**src/rtl/mbus_pkg.sv**
```systemverilog
package mbus_pkg;
  typedef enum logic [2:0] {
    ST_IDLE,
    ST_T1,
    ST_T2,
    ST_TW,
    ST_T3,
    ST_HOLD
  } bus_st_e;
endpackage

```
**src/rtl/mbus_fsm.sv**
```systemverilog
module mbus_fsm
  import mbus_pkg::*;
(
  input  logic    clk,
  input  logic    rst_n,
  input  logic    req_valid,
  input  logic    ready,
  input  logic    hold,
  output bus_st_e st,
  output logic    take,
  output logic    done,
  output logic    hlda
);

  bus_st_e st_q, st_d;
  logic    done_q, done_d;

  // next-state decode
  always_comb begin
    st_d = st_q;
    unique case (st_q)
      ST_IDLE: begin
        if (hold)           st_d = ST_HOLD;
        else if (req_valid) st_d = ST_T1;
      end
      ST_T1:   st_d = ST_T2;
      ST_T2:   st_d = ready ? ST_T3 : ST_TW;
      ST_TW:   st_d = ready ? ST_T3 : ST_TW;
      ST_T3:   st_d = hold ? ST_HOLD : ST_IDLE;
      ST_HOLD: st_d = hold ? ST_HOLD : ST_IDLE;
      default: st_d = ST_IDLE;
    endcase
  end

  assign done_d = (st_q == ST_T3);

  always_ff @(posedge clk or negedge rst_n) begin
    if (!rst_n) begin
      st_q   <= ST_IDLE;
      done_q <= 1'b0;
    end else begin
      st_q   <= st_d;
      done_q <= done_d;
    end
  end

  assign st   = st_q;
  assign take = (st_q == ST_IDLE) && req_valid && !hold;
  assign done = done_q;
  assign hlda = (st_q == ST_HOLD);

  // the address period lasts one cycle
  a_r2_addr_one_cycle: assert property (@(posedge clk) disable iff (!rst_n)
    (st_q == ST_T1) |=> (st_q == ST_T2));

  // a low ready in a data cycle forces a wait cycle
  a_r7_wait_insert: assert property (@(posedge clk) disable iff (!rst_n)
    ((st_q == ST_T2 || st_q == ST_TW) && !ready) |=> (st_q == ST_TW));

  // no grant before the cycle has finished
  a_r9_no_cut: assert property (@(posedge clk) disable iff (!rst_n)
    (st_q == ST_T1 || st_q == ST_T2 || st_q == ST_TW) |=> (st_q != ST_HOLD));

  // the completion pulse is one cycle long
  a_r11_done_pulse: assert property (@(posedge clk) disable iff (!rst_n)
    done_q |=> !done_q);

endmodule

```
**src/rtl/mbus_datapath.sv**
```systemverilog
module mbus_datapath
  import mbus_pkg::*;
#(
  parameter int DATA_W = 8,
  parameter int ADDR_W = 16
) (
  input  logic              clk,
  input  logic              rst_n,
  input  bus_st_e           st,
  input  logic              take,
  input  logic              req_write,
  input  logic              req_io,
  input  logic [ADDR_W-1:0] req_addr,
  input  logic [DATA_W-1:0] req_wdata,
  input  logic [DATA_W-1:0] ad_in,
  output logic [DATA_W-1:0] ad_out,
  output logic              ad_oe,
  output logic [ADDR_W-DATA_W-1:0] a_hi,
  output logic              ale,
  output logic              io_m,
  output logic              rd_n,
  output logic              wr_n,
  output logic [DATA_W-1:0] rdata
);

  localparam int HI_W = ADDR_W - DATA_W;

  logic              cyc_wr_q, cyc_io_q;
  logic [ADDR_W-1:0] cyc_addr_q;
  logic [DATA_W-1:0] cyc_wdata_q;
  logic [DATA_W-1:0] rdata_q;
  logic              cap_en, data_ph;

  assign cap_en  = (st == ST_T3) && !cyc_wr_q;
  assign data_ph = (st == ST_T2) || (st == ST_TW) || (st == ST_T3);

  // request capture, enabled by take
  always_ff @(posedge clk or negedge rst_n) begin
    if (!rst_n) begin
      cyc_wr_q    <= 1'b0;
      cyc_io_q    <= 1'b0;
      cyc_addr_q  <= '0;
      cyc_wdata_q <= '0;
    end else if (take) begin
      cyc_wr_q    <= req_write;
      cyc_io_q    <= req_io;
      cyc_addr_q  <= req_addr;
      cyc_wdata_q <= req_wdata;
    end
  end

  // read capture at the close of the final strobe cycle
  always_ff @(posedge clk or negedge rst_n) begin
    if (!rst_n)      rdata_q <= '0;
    else if (cap_en) rdata_q <= ad_in;
  end

  assign ale    = (st == ST_T1);
  assign rd_n   = !(data_ph && !cyc_wr_q);
  assign wr_n   = !(data_ph && cyc_wr_q);
  assign ad_oe  = ale || (data_ph && cyc_wr_q);
  assign ad_out = ale ? cyc_addr_q[DATA_W-1:0] : cyc_wdata_q;
  assign io_m   = cyc_io_q;
  assign rdata  = rdata_q;

  generate
    if (HI_W == DATA_W) begin : g_hi_same
      assign a_hi = cyc_io_q ? cyc_addr_q[DATA_W-1:0] : cyc_addr_q[ADDR_W-1:DATA_W];
    end else begin : g_hi_cast
      assign a_hi = cyc_io_q ? HI_W'(cyc_addr_q[DATA_W-1:0]) : cyc_addr_q[ADDR_W-1:DATA_W];
    end
  endgenerate

  // the bus floats while the read strobe is low
  a_r5_read_float: assert property (@(posedge clk) disable iff (!rst_n)
    !rd_n |-> !ad_oe);

  // write data is driven whenever the write strobe is low
  a_r6_write_drive: assert property (@(posedge clk) disable iff (!rst_n)
    !wr_n |-> (ad_oe && ad_out == cyc_wdata_q));

  // space select does not move during the strobe phase
  a_r3_io_steady: assert property (@(posedge clk) disable iff (!rst_n)
    (!rd_n || !wr_n) |-> $stable(io_m));

  // never both strobes
  a_r6_one_strobe: assert property (@(posedge clk) disable iff (!rst_n)
    rd_n || wr_n);

endmodule

```
**src/rtl/mbus_takeback.sv**
```systemverilog
module mbus_takeback (
  input  logic clk,
  input  logic rst_n,
  input  logic hlda,
  output logic ctl_oe
);

  logic own_q;

  // falling-edge flop: the drive returns half a period after hlda drops
  always_ff @(negedge clk or negedge rst_n) begin
    if (!rst_n) own_q <= 1'b0;
    else        own_q <= !hlda;
  end

  assign ctl_oe = own_q && !hlda;

  // no drive while the grant is active
  a_r10_no_early_drive: assert property (@(posedge clk) disable iff (!rst_n)
    hlda |-> !ctl_oe);

endmodule

```
**src/rtl/mbus_sequencer.sv**
```systemverilog
module mbus_sequencer
  import mbus_pkg::*;
#(
  parameter int DATA_W = 8,
  parameter int ADDR_W = 16
) (
  input  logic              clk,
  input  logic              rst_n,
  input  logic              req_valid,
  input  logic              req_write,
  input  logic              req_io,
  input  logic [ADDR_W-1:0] req_addr,
  input  logic [DATA_W-1:0] req_wdata,
  output logic              req_take,
  output logic              done,
  output logic [DATA_W-1:0] rdata,
  input  logic [DATA_W-1:0] ad_in,
  output logic [DATA_W-1:0] ad_out,
  output logic              ad_oe,
  output logic [ADDR_W-DATA_W-1:0] a_hi,
  output logic              ale,
  output logic              io_m,
  output logic              rd_n,
  output logic              wr_n,
  output logic              ctl_oe,
  input  logic              ready,
  input  logic              hold,
  output logic              hlda
);

  localparam int HI_W = ADDR_W - DATA_W;

  bus_st_e st;
  logic    take;

  mbus_fsm u_fsm (
    .clk       (clk),
    .rst_n     (rst_n),
    .req_valid (req_valid),
    .ready     (ready),
    .hold      (hold),
    .st        (st),
    .take      (take),
    .done      (done),
    .hlda      (hlda)
  );

  mbus_datapath #(.DATA_W(DATA_W), .ADDR_W(ADDR_W)) u_dp (
    .clk       (clk),
    .rst_n     (rst_n),
    .st        (st),
    .take      (take),
    .req_write (req_write),
    .req_io    (req_io),
    .req_addr  (req_addr),
    .req_wdata (req_wdata),
    .ad_in     (ad_in),
    .ad_out    (ad_out),
    .ad_oe     (ad_oe),
    .a_hi      (a_hi),
    .ale       (ale),
    .io_m      (io_m),
    .rd_n      (rd_n),
    .wr_n      (wr_n),
    .rdata     (rdata)
  );

  mbus_takeback u_tb (
    .clk    (clk),
    .rst_n  (rst_n),
    .hlda   (hlda),
    .ctl_oe (ctl_oe)
  );

  assign req_take = take;

  // all drivers off while the bus is granted
  a_r8_granted_float: assert property (@(posedge clk) disable iff (!rst_n)
    hlda |-> (!ctl_oe && !ad_oe && !req_take && !ale));

  // port number on both address bytes
  a_r4_port_copy: assert property (@(posedge clk) disable iff (!rst_n)
    (ale && io_m) |-> (a_hi == HI_W'(ad_out)));

  // an address period is never followed directly by a grant
  a_r9_no_grant_after_addr: assert property (@(posedge clk) disable iff (!rst_n)
    ale |=> !hlda);

endmodule

```
**config.mk**
```make
export PLATFORM = sky130hd
export DESIGN_NAME = mbus_sequencer
export DESIGN_NICKNAME = d
export VERILOG_FILES = /design/src/rtl/mbus_pkg.sv /design/src/rtl/mbus_fsm.sv /design/src/rtl/mbus_datapath.sv /design/src/rtl/mbus_takeback.sv /design/src/rtl/mbus_sequencer.sv
export SDC_FILE = /design/constraint.sdc
export NUM_CORES = 1
export LEC_CHECK = 0
export BUFFER_PORTS_ARGS = -buffer_cell sky130_fd_sc_hd__buf_4
export CAP_MARGIN = 20
export CELL_PAD_IN_SITES_DETAIL_PLACEMENT = 0
export CELL_PAD_IN_SITES_GLOBAL_PLACEMENT = 1
export CORE_MARGIN = 8
export CORE_UTILIZATION = 39
export CTS_BUF_LIST = sky130_fd_sc_hd__clkbuf_2
export DETAILED_ROUTE_END_ITERATION = 16
export MAX_ROUTING_LAYER = met4
export PLACE_DENSITY_LB_ADDON = 0.15
export SLEW_MARGIN = 20
export SYNTH_ARGS = -nofsm -noshare
export SYNTH_HDL_FRONTEND = slang
export SYNTH_SLANG_ARGS = --single-unit
```
**constraint.sdc**
```tcl
create_clock -name clk -period 2.1 [get_ports clk]
set_clock_uncertainty 0.2 [all_clocks]
set_input_delay 0.21 -clock clk [delete_from_list [all_inputs] [get_ports clk]]
set_output_delay 0.21 -clock clk [all_outputs]
set_load 0.02 [all_outputs]
```
==> summary.md, run 1 <==
| Metric | Value |
|---|---|
| Status | `finished with violations` |
| Failing checks | `setup timing` |
| Clk slew on worst S/H paths | `roughly 180 ps` |
| VDD IR max | `roughly 0.00082 V` |
| Final nets | `~280` |
| Initial DRT Pass Iterations | `4` |
| Final WS setup | `-340 ps` |
| Post-DP HPWL | `3050 um` |
| Yosys cell types | `24` |
| Gr ovfl total | `0` |
| Vias | `1395` |
| Vias in the first global route | `around 1600` |
| Synthesized area per cell | `15.1 um^2` |
| Via/cell ratio | `approximately 4.7` |
| Hold Path Depth | `4` |
| Initial antenna violation count | `0` |
| Highest-count cells in the layout ignoring fill and taps | `buf_4 (69), dlygate4sd3_1 (38), dfrtp_1 (37)` |
| First-pass GRT wire length | `between 7000 and 8000 um` |
| Worst-Skew Late Latency | `roughly 370 ps` |
| Static Leakage | `approximately 0.0014 uW` |
| Max-slew headroom | `between 60% and 70%` |
| Worst endpoint data arrival time | `about 2000 ps` |
| Most common cell after layout, fill and taps aside | `buf_4` |
| Metal3 WL | `331 um` |
| Setup crit end kind | `primary output` |
| Syn Inst Count | `roughly 120` |
| I/O Pins | `72` |
| GRT Util Overall | `between 15 and 20%` |
| Max-cap violations | `0` |
| Layout cells sized above 1 | `roughly 61%` |
| Final instance area | `0.00304 mm^2` |
| #FFs+latches synth | `39` |
| Final slew viol count | `0` |
| Port-buffer cells | `71` |
| Hold Path Class | `primary input to flop` |
| Num rows | `24` |
| PD cells | `around 1500 mW/mm^2` |
| Setup violators final | `9` |
| Cells on worst reg2reg path | `2` |
| Crit start category | `flop` |
| Die Wd | `around 83 um` |
| Sink Count | `39` |
| Clk buf depth | `2` |
| Seq/Total Area, Yosys | `between 50% and 60%` |
| CTS tree | `done` |
| Critical-path maximum fanout | `1` |
| Met2 Routed Length | `around 2500 um` |
| Die Footprint | `about 0.0068 mm^2` |
| Max H-tree Level | `2` |
| DRT iter0 DRCs | `24` |
| Met1 wire length | `1910 um` |
| DR WL/cell | `about 16 um` |
| # DRC | `0` |
| Gpl congestion | `between 0.7 and 0.8` |
| Synthesized area | `0.00174 mm^2` |
| Reg-to-reg slack, setup | `approximately 40 ps` |
| Least-Margin Pin Slew | `496 ps` |
| Final wirelength | `4770 um` |
| # diodes | `0` |
| Kind of critical path | `flop to primary output` |
| Largest net degree at the start of global routing | `39` |
| Antenna Nets Post-Route | `0` |
| P&R area growth vs syn | `74.7%` |
| Core area | `0.00432 mm^2` |
| Unrepaired setup endpoints after global routing | `true` |
| Fin cells | `just under 300` |
| Synth warn | `0` |
| TritonCTS Buffers | `5` |
| Syn_nets | `between 150 and 200` |
| Placed cell area | `~0.0024 mm^2` |
| Die H | `82.8 um` |
| Top layer used by detailed routing | `met4` |
| Worst EP required | `about 1700 ps` |
| Root Driver | `clkbuf_2` |
| Final Hold Fails | `0` |
| Initial Util | `40.2%` |
| Setup slack at placement | `approximately 31 ps` |
| Cells after DPL | `between 200 and 250` |
==> metal layers <==
layer  vias to the layer above  track usage (%)
met5                         -                -
met4                         0             4.14
met3                         6             3.79
met2                        46             25.3
met1                       682             17.4
li1                        661                -
==> power by group <==
group	switching, uW	total [uW]	internal (uW)
registers	258	1380	1120
clock network	234	314	80.3
logic	1220	2840	1620
total	1710	4540	2830
==> state kept, by name, indices dropped and copies added (netlist names) <==
signal,cells
u_tb.own_q,1
u_dp.rdata,8
u_dp.io_m,1
u_dp.cyc_wdata_q,8
u_fsm.st,3
u_dp.cyc_wr_q,1
u_fsm.done,1
u_dp.cyc_addr_q,16
==> per-stage QoR <==
stage          utilization (%)  total power (uW)  hold WS, ps  setup TNS (ps)
2_1_floorplan                -              2720         -286               0
3_3_place_gp              54.7              3610          130               0
3_5_place_dp              54.7              3680          134               0
4_1_cts                   69.0              4490         50.6           -1440
5_1_grt                   70.2              4830         39.3           -2450
6_report                  70.2              4540         77.0           -1210
==> critical path: stages, from the launching register on <==
cell     delay (ps)
dfrtn_1         420
and2_4          130
buf_6           110
==> logic make-up after synthesis <==
group,after synthesis,share of synthesized area (%)
flip-flops,39,56.2
multiplexers,51,33.0
buffers and inverters,9,3.31
AND/OR/NAND/NOR,11,5.26
AO/OA/AOI/OAI,5,2.30
==> final cells by class <==
class / instances / area [um^2]
fillers: 326 / 1290
multi-input cells: 67 / 798
repair buffers: 126 / 1150
inverters: 3 / 11.3
well taps: 52 / 65.1
clock inverters: 2 / 7.51
flip-flops and latches: 39 / 977
clock buffers: 6 / 30.0
==> final timing paths <==
kind,startpoint,to
worst max-delay path,u_tb.own_q$_DFF_NN0_,ctl_oe
worst min-delay path,req_valid,u_fsm.st[0]$_DFFE_PN0P_
worst max register to register,u_fsm.st[0]$_DFFE_PN0P_,u_tb.own_q$_DFF_NN0_
worst min register to register,u_dp.cyc_addr_q[12]$_DFFE_PN0P_,u_dp.cyc_addr_q[12]$_DFFE_PN0P_
max in group asynchronous,rst_n,u_tb.own_q$_DFF_NN0_
min in group asynchronous,rst_n,u_dp.rdata[1]$_DFFE_PN0P_
==> synthesized netlist by cell type, drive strengths merged <==
cell type / count / area (um^2)
mux2: 50 / 563
a22o: 1 / 8.76
nor2: 1 / 3.75
a32o: 1 / 10.0
nor3b: 2 / 15.0
o21ai: 1 / 5.00
mux2i: 1 / 10.0
dfrtp: 38 / 951
clkbuf: 1 / 3.75
dfrtn: 1 / 25.0
inv: 3 / 11.3
and2: 1 / 6.26
nand2b: 3 / 26.3
nand3: 1 / 5.00
o21bai: 1 / 7.51
o2bb2ai: 1 / 8.76
nor2b: 1 / 6.26
buf: 5 / 42.5
and2b: 1 / 7.51
nor4: 1 / 21.3
==> repair_timing <==
action	in CTS	in global routing
cloned	1	0
hold endpoints to repair	75	0
gates resized for setup	31	10
hold buffers	38	0
pin swaps	3	2
setup endpoints to repair	12	25
setup buffers	7	3
Power figures use the tool's default switching activity.
==> run 2: changes to the inputs <==
==> constraint.sdc (replaced) <==
create_clock -name clk -period 2.1 [get_ports clk]
set_clock_uncertainty 0.2 [all_clocks]
set_input_delay 0.21 -clock clk [delete_from_list [all_inputs] [get_ports clk]]
set_output_delay 0.21 -clock clk [all_outputs]
set_load 0.01 [all_outputs]
==> summary.md, run 2 (synthesized netlist as in run 1, its figures left out) <==
| Metric | Value |
|---|---|
| Status | `finished with violations` |
| Gpl congestion | `0.742 (+0.75%)` |
| Root Driver | `clkbuf_2` |
| Clk slew on worst S/H paths | `180 ps (about the same)` |
| Least-Margin Pin Slew | `483 ps (-12.7 ps)` |
| Initial DRT Pass Iterations | `2 (-2)` |
| # diodes | `0 (unchanged)` |
| Final WS setup | `-327 ps (+13.2 ps)` |
| Most flops, register | `u_dp.cyc_addr_q` |
| Setup violators final | `11 (+2)` |
| Final wirelength | `5000 um (+4.8%)` |
| Final instance area | `0.00302 mm^2 (-0.58%)` |
| Highest-count cells in the layout ignoring fill and taps | `buf_4 (70), dfrtp_1 (38), dlygate4sd3_1 (37)` |
| I/O Pins | `72 (unchanged)` |
| VDD IR max | `0.000711 V (-14%)` |
| Worst endpoint data arrival time | `2020 ps (about the same)` |
| Via/cell ratio | `4.75 (+0.52%)` |
| Die Wd | `82.8 um (unchanged)` |
| Vias in the first global route | `1609 (+2.6%)` |
| Unrepaired setup endpoints after global routing | `true` |
| Antenna Nets Post-Route | `0 (unchanged)` |
| Worst-Skew Late Latency | `370 ps (about the same)` |
| P&R area growth vs syn | `73.6%` |
| Placed cell area | `0.00237 mm^2 (unchanged)` |
| DRT iter0 DRCs | `28 (+17%)` |
| Port-buffer cells | `71 (unchanged)` |
| DR WL/cell | `16.9 um (+4.5%)` |
| Max-cap violations | `0 (unchanged)` |
| Static Leakage | `0.00143 uW (about the same)` |
| Initial antenna violation count | `0 (unchanged)` |
| Clk buf depth | `2 (unchanged)` |
| PD cells | `1410 mW/mm^2 (-6.0%)` |
| GRT Util Overall | `15.9% (+0.81 points)` |
| Failing checks | `setup timing` |
| Num rows | `24 (unchanged)` |
| Crit start category | `flop` |
| Setup crit end kind | `primary output` |
| Largest net degree at the start of global routing | `39 (unchanged)` |
| Worst EP required | `1690 ps (about the same)` |
| TritonCTS Buffers | `5 (unchanged)` |
| Final Util | `69.8% (-0.41 points)` |
| Hold Path Class | `primary input to flop` |
| Core area | `0.00432 mm^2 (unchanged)` |
| Max H-tree Level | `2 (unchanged)` |
| # DRC | `0 (unchanged)` |
| Vias | `1407 (+0.86%)` |
| Gr ovfl total | `0 (unchanged)` |
| Die Footprint | `0.00685 mm^2 (unchanged)` |
| Final Hold Fails | `0 (unchanged)` |
| Max-slew headroom | `67.8% (+0.85 points)` |
| First-pass GRT wire length | `7990 um (+6.2%)` |
| Most common cell after layout, fill and taps aside | `buf_4` |
| Critical-path cell list | `and2_4, buf_6` |
| Post-DP HPWL | `3220 um (+5.7%)` |
| Final slew viol count | `0 (unchanged)` |
| Final nets | `282 (+0.36%)` |
| Sink Count | `39 (unchanged)` |
| CP Buf/Inv Count | `1 (unchanged)` |
| FILL cells | `330 (+1.2%)` |
| CTS tree | `done` |
| Layout cells sized above 1 | `61.1% (-0.25 points)` |
| Max reg flops | `16 (unchanged)` |
| Die H | `82.8 um (unchanged)` |
| Slowest CP cell | `dfrtn_1` |
| Critical path's top delay family | `flip-flops` |
| Critical-path maximum fanout | `1 (unchanged)` |
| Kind of critical path | `flop to primary output` |
| Max incr delay on CP | `420 ps (about the same)` |
| Initial Util | `40.2% (unchanged)` |
## run 2: cell count changes in the layout (fill, tap and decap cells not counted), sizes merged
| cell | previous run | this run |
|---|---|---|
| buf | 87 | 90 |
| bufbuf | 1 | 0 |
| dlygate4sd3 | 38 | 37 |
## run 2: worst register-to-register path, cell delays in order, from the launching register on
cell	delay [ps]
dfrtp_1	400
buf_4	110
buf_4	100
nand3_4	80
## run 2: final cells by class
| class | count | area, um^2 | area share, % |
|---|---|---|---|
| repair buffers | 127 | 1130 | 37.4 |
| inverters | 3 | 11.3 | 0.373 |
| well taps | 52 | 65.1 | 2.16 |
| flip-flops and latches | 39 | 976 | 32.3 |
| clock buffers | 6 | 30.0 | 0.995 |
| multi-input cells | 67 | 798 | 26.5 |
| clock inverters | 2 | 7.51 | 0.249 |
## run 2: stage by stage
| step | setup slack (ps) | power, uW | TNS (ps) | instances | hold slack [ps] |
|---|---|---|---|---|---|
| after floorplan | 45.4 | 2410 | 0 | 115 | -286 |
| after global placement | 58.3 | 3290 | 0 | 240 | 129 |
| after detailed placement | 55.5 | 3370 | 0 | 240 | 131 |
| after CTS | -350 | 4180 | -1270 | 294 | 4.71 |
| after global routing | -413 | 4530 | -2960 | 296 | -1.35 |
| final | -327 | 4240 | -1430 | 296 | 35.5 |
## run 2: report_power, final
part	switching, uW	internal [uW]
Combinational	927	1610
Clock	232	80.3
Sequential	276	1120
## run 2: worst paths after layout
check,startpoint,depth (start not counted),slack [ps],end
setup / recovery,u_tb.own_q$_DFF_NN0_,2,-330,ctl_oe
hold / removal,hold,3,40,u_fsm.st[0]$_DFFE_PN0P_
setup reg to reg,u_fsm.st[2]$_DFFE_PN0P_,3,-30,u_tb.own_q$_DFF_NN0_
hold reg to reg,u_dp.cyc_addr_q[13]$_DFFE_PN0P_,1,310,u_dp.cyc_addr_q[13]$_DFFE_PN0P_
max in group asynchronous,rst_n,2,640,u_tb.own_q$_DFF_NN0_
min in group asynchronous,rst_n,3,240,u_dp.rdata[1]$_DFFE_PN0P_
## run 2: metal layers
metal  global-route usage (%)  wire length [um]  part of all wire [%]  up-vias
met5                        -                 0                     0        -
met2                     27.5              2620                    52       48
met1                     17.8              2020                    40      687
met4                     4.14                88                   1.8        0
met3                     3.79               283                   5.7       10
li1                         -                 -                     -      662
## run 2: what timing repair did
| item | 4_1_cts | 5_1_grt |
|---|---|---|
| hold buffers | 37 | 0 |
| pin swaps | 3 | 3 |
| endpoints found under the setup margin | 11 | 46 |
| setup buffers | 9 | 4 |
| endpoints found under the hold margin | 75 | 0 |
| resized for setup | 29 | 11 |
| gates cloned | 1 | 0 |
==> run 3: changes to the inputs <==
--- a/config.mk
+++ b/config.mk
@@ -5,12 +5,13 @@
 export SDC_FILE = /design/constraint.sdc
 export NUM_CORES = 1
 export LEC_CHECK = 0
+export ABC_AREA = 1
 export BUFFER_PORTS_ARGS = -buffer_cell sky130_fd_sc_hd__buf_4
 export CAP_MARGIN = 20
 export CELL_PAD_IN_SITES_DETAIL_PLACEMENT = 0
 export CELL_PAD_IN_SITES_GLOBAL_PLACEMENT = 1
 export CORE_MARGIN = 8
-export CORE_UTILIZATION = 39
+export CORE_UTILIZATION = 38
 export CTS_BUF_LIST = sky130_fd_sc_hd__clkbuf_2
 export DETAILED_ROUTE_END_ITERATION = 16
 export MAX_ROUTING_LAYER = met4
==> summary.md, run 3 <==
| Metric | Value |
|---|---|
| I/O Pins | `72 (unchanged)` |
| GR peak layer | `met2` |
| Final nets | `392 (+39%)` |
| Highest-count cells in the layout ignoring fill and taps | `buf_4 (88), nand2_1 (81), dlygate4sd3_1 (39)` |
| Synth top area cells | `dfrtp_1 (46%), nand2_1 (17%), nand3_2 (10%)` |
| Synth warn | `0 (unchanged)` |
| Number of synthesized flops with an enable pin | `0 (unchanged)` |
| Setup violators final | `2 (-9)` |
| Worst setup path startpoint | `u_tb.own_q$_DFF_NN0_` |
| Final instance area | `0.00333 mm^2 (+10%)` |
| Status | `finished with violations` |
| Antenna Nets Post-Route | `0 (unchanged)` |
| Worst EP required | `1690 ps (about the same)` |
| Most flops, register | `u_dp.cyc_addr_q` |
| Failing checks | `setup timing` |
| Syn Inst Count | `219 (+90%)` |
| Fin cells | `424 (+43%)` |
| Reg2reg start | `u_fsm.st[1]$_DFFE_PN0P_` |
| Final slew viol count | `0 (unchanged)` |
| Crit start category | `flop` |
| Top-count cell post-synth | `nand2_1` |
| Die Wd | `89.5 um (+8.1%)` |
| Crit path to | `ctl_oe` |
| TritonCTS Buffers | `5 (unchanged)` |
| Most common cell after layout, fill and taps aside | `buf_4` |
| Seq/Total Area, Yosys | `47.6% (-8.6 points)` |
| Vias | `1890 (+34%)` |
| # diodes | `0 (unchanged)` |
| Cells on worst reg2reg path | `4 (+1)` |
| Static Leakage | `0.00173 uW (+21%)` |
| Met3 Use GR | `3.40% (-0.39 points)` |
| Final WS setup | `-325 ps (+1.92 ps)` |
| Die H | `89.5 um (+8.1%)` |
| Synth async-reset ratio | `100% (unchanged)` |
| Sink Count | `39 (unchanged)` |
| Core area | `0.00517 mm^2 (+20%)` |
| Worst-Skew Late Latency | `390 ps (+20 ps)` |
| Placed cell area | `0.00262 mm^2 (+11%)` |
| Num rows | `26 (+8.3%)` |
| Initial Util | `39.7% (-0.52 points)` |
| PD cells | `1340 mW/mm^2 (-4.9%)` |
| Gpl congestion | `0.772 (+4.1%)` |
| Gr ovfl total | `0 (unchanged)` |
| CTS tree | `done` |
| R2R Path End | `u_tb.own_q$_DFF_NN0_` |
| Final Hold Fails | `0 (unchanged)` |
| Kind of critical path | `flop to primary output` |
| P&R area growth vs syn | `62.5%` |
| DR WL/cell | `13.7 um (-19%)` |
| Global Route met2 Usage | `25.3% (-2.2 points)` |
| Root Driver | `clkbuf_2` |
| Final wirelength | `5820 um (+16%)` |
| Max reg flops | `16 (unchanged)` |
| Cells after DPL | `358 (+49%)` |
| Vias in the first global route | `1953 (+21%)` |
| Synthesized area per cell | `9.37 um^2 (-38%)` |
| Worst endpoint data arrival time | `2020 ps (about the same)` |
| Port-buffer cells | `71 (unchanged)` |
| #FFs+latches synth | `39 (unchanged)` |
| Least-Margin Pin Slew | `490 ps (+7.40 ps)` |
| Post-DP HPWL | `3610 um (+12%)` |
| Max H-tree Level | `2 (unchanged)` |
| Cell taking the most area after synthesis | `dfrtp_1` |
| Initial DRT Pass Iterations | `4 (+2)` |
| GRT Util Overall | `16.0% (+0.14 points)` |
| Unrepaired setup endpoints after global routing | `true` |
| Setup slack at placement | `39.5 ps (-16.0 ps)` |
| Largest net degree at the start of global routing | `39 (unchanged)` |
| Clk slew on worst S/H paths | `200 ps (+20 ps)` |
| Primary FF master, synth | `dfrtp_1` |
| TNS Setup | `-355 ps (+1080 ps)` |
| Reg-to-reg slack, setup | `-30 ps (about the same)` |
| Syn_nets | `258 (+68%)` |
| Die Footprint | `0.00801 mm^2 (+17%)` |
| Top cell type's share of synthesized area | `46.3% (-8.4 points)` |
| DRT iter0 DRCs | `83 (+200%)` |
| Commonest cells in the netlist | `nand2_1 (94), dfrtp_1 (38), nand3_2 (21)` |
| First-pass GRT wire length | `9470 um (+19%)` |
| Max incr delay on CP | `420 ps (about the same)` |
| Critical-path cell list | `nand2_1, inv_1, buf_6` |
| Yosys cell types | `22 (-8.3%)` |
| Max-slew headroom | `67.3% (-0.49 points)` |
| Critical-path maximum fanout | `1 (unchanged)` |
| Layout cells sized above 1 | `47.2% (-14 points)` |
| Clk buf depth | `2 (unchanged)` |
| Slowest CP cell | `dfrtn_1` |
| Via/cell ratio | `4.46 (-6.2%)` |
| VDD IR max | `0.000642 V (-9.7%)` |
| Hold Path Class | `primary input to flop` |
| Setup crit end kind | `primary output` |
| Max-cap violations | `0 (unchanged)` |
| Global routing usage on met1 | `20.4% (+2.6 points)` |
| # DRC | `0 (unchanged)` |
| Initial antenna violation count | `0 (unchanged)` |
| Synthesized area | `0.00205 mm^2 (+18%)` |
## run 3: cell types whose count changed after synthesis, moves of 4 or more
| cell | delta |
|---|---|
| nand2_1 | +94 |
| mux2_2 | -37 |
| nand3_2 | +21 |
| inv_1 | +12 |
| nand3_1 | +9 |
| o21ai_2 | +8 |
| mux2_1 | -6 |
| inv_2 | +4 |
## run 3: where the power goes
group	internal [uW]	total, uW	switching, uW
Clock	320	586	266
Sequential	1090	1340	252
Combinational	1260	2530	1270
## run 3: logic make-up after synthesis
family	share of synthesized area (%)
and+or+nand+nor	35.0
DFF	47.6
buffers and inverters	9.69
muxes	3.84
AOI/OAI and AO/OA	3.90
## run 3: worst min-delay path by stage
stage | startpoint | to | slack, ps | cells past startpoint
final | hold | u_fsm.st[0]$_DFFE_PN0P_ | 30 | 5
after global routing | hold | u_fsm.st[0]$_DFFE_PN0P_ | 50 | 5
after CTS | hold | u_fsm.st[0]$_DFFE_PN0P_ | 0.2 | 5
after detailed placement | rst_n | u_fsm.st[0]$_DFFE_PN0P_ | 110 | 2
after global placement | rst_n | u_fsm.st[0]$_DFFE_PN0P_ | 110 | 2
after floorplan | rst_n | u_dp.cyc_addr_q[0]$_DFFE_PN0P_ | -290 | 0
## run 3: final cells by class
type	count	area, um^2
clock inverters	3	67.6
inverters	20	90.1
fillers	439	1840
multi-input cells	153	945
flip-flops and latches	39	977
clock buffers	5	25.0
repair buffers	134	1140
well taps	70	87.6
## run 3: worst max-delay path, delay by kind of cell (launching register included)
kind | cells | cell delay (ps)
flip-flops | 1 | 420
buffers and inverters | 2 | 150
AND/OR/NAND/NOR | 1 | 50
## run 3: through the flow
stage / power [uW] / hold WS, ps / util [%]
after floorplan: 2660 / -286 / -
after global placement: 3450 / 111 / 50.7
after detailed placement: 3470 / 109 / 50.7
after CTS: 4250 / 0.186 / 61.2
after global routing: 4830 / 49.6 / 64.5
final: 4460 / 34.5 / 64.5
## run 3: metal layers
layer  vias up  routed length [um]  part of all wire, %
met5         -                   0                    0
met2        47                2840                   49
met4         0                  47                 0.81
li1        960                   -                    -
met1       878                2670                   46
met3         5                 267                  4.6
## run 3: repair_timing
action / CTS / global route
setup buffers: 3 / 14
endpoints found under the hold margin: 75 / 0
pin swaps: 4 / 8
endpoints found under the setup margin: 12 / 21
gates cloned: 2 / 0
resized for setup: 4 / 19
hold buffers: 39 / 0
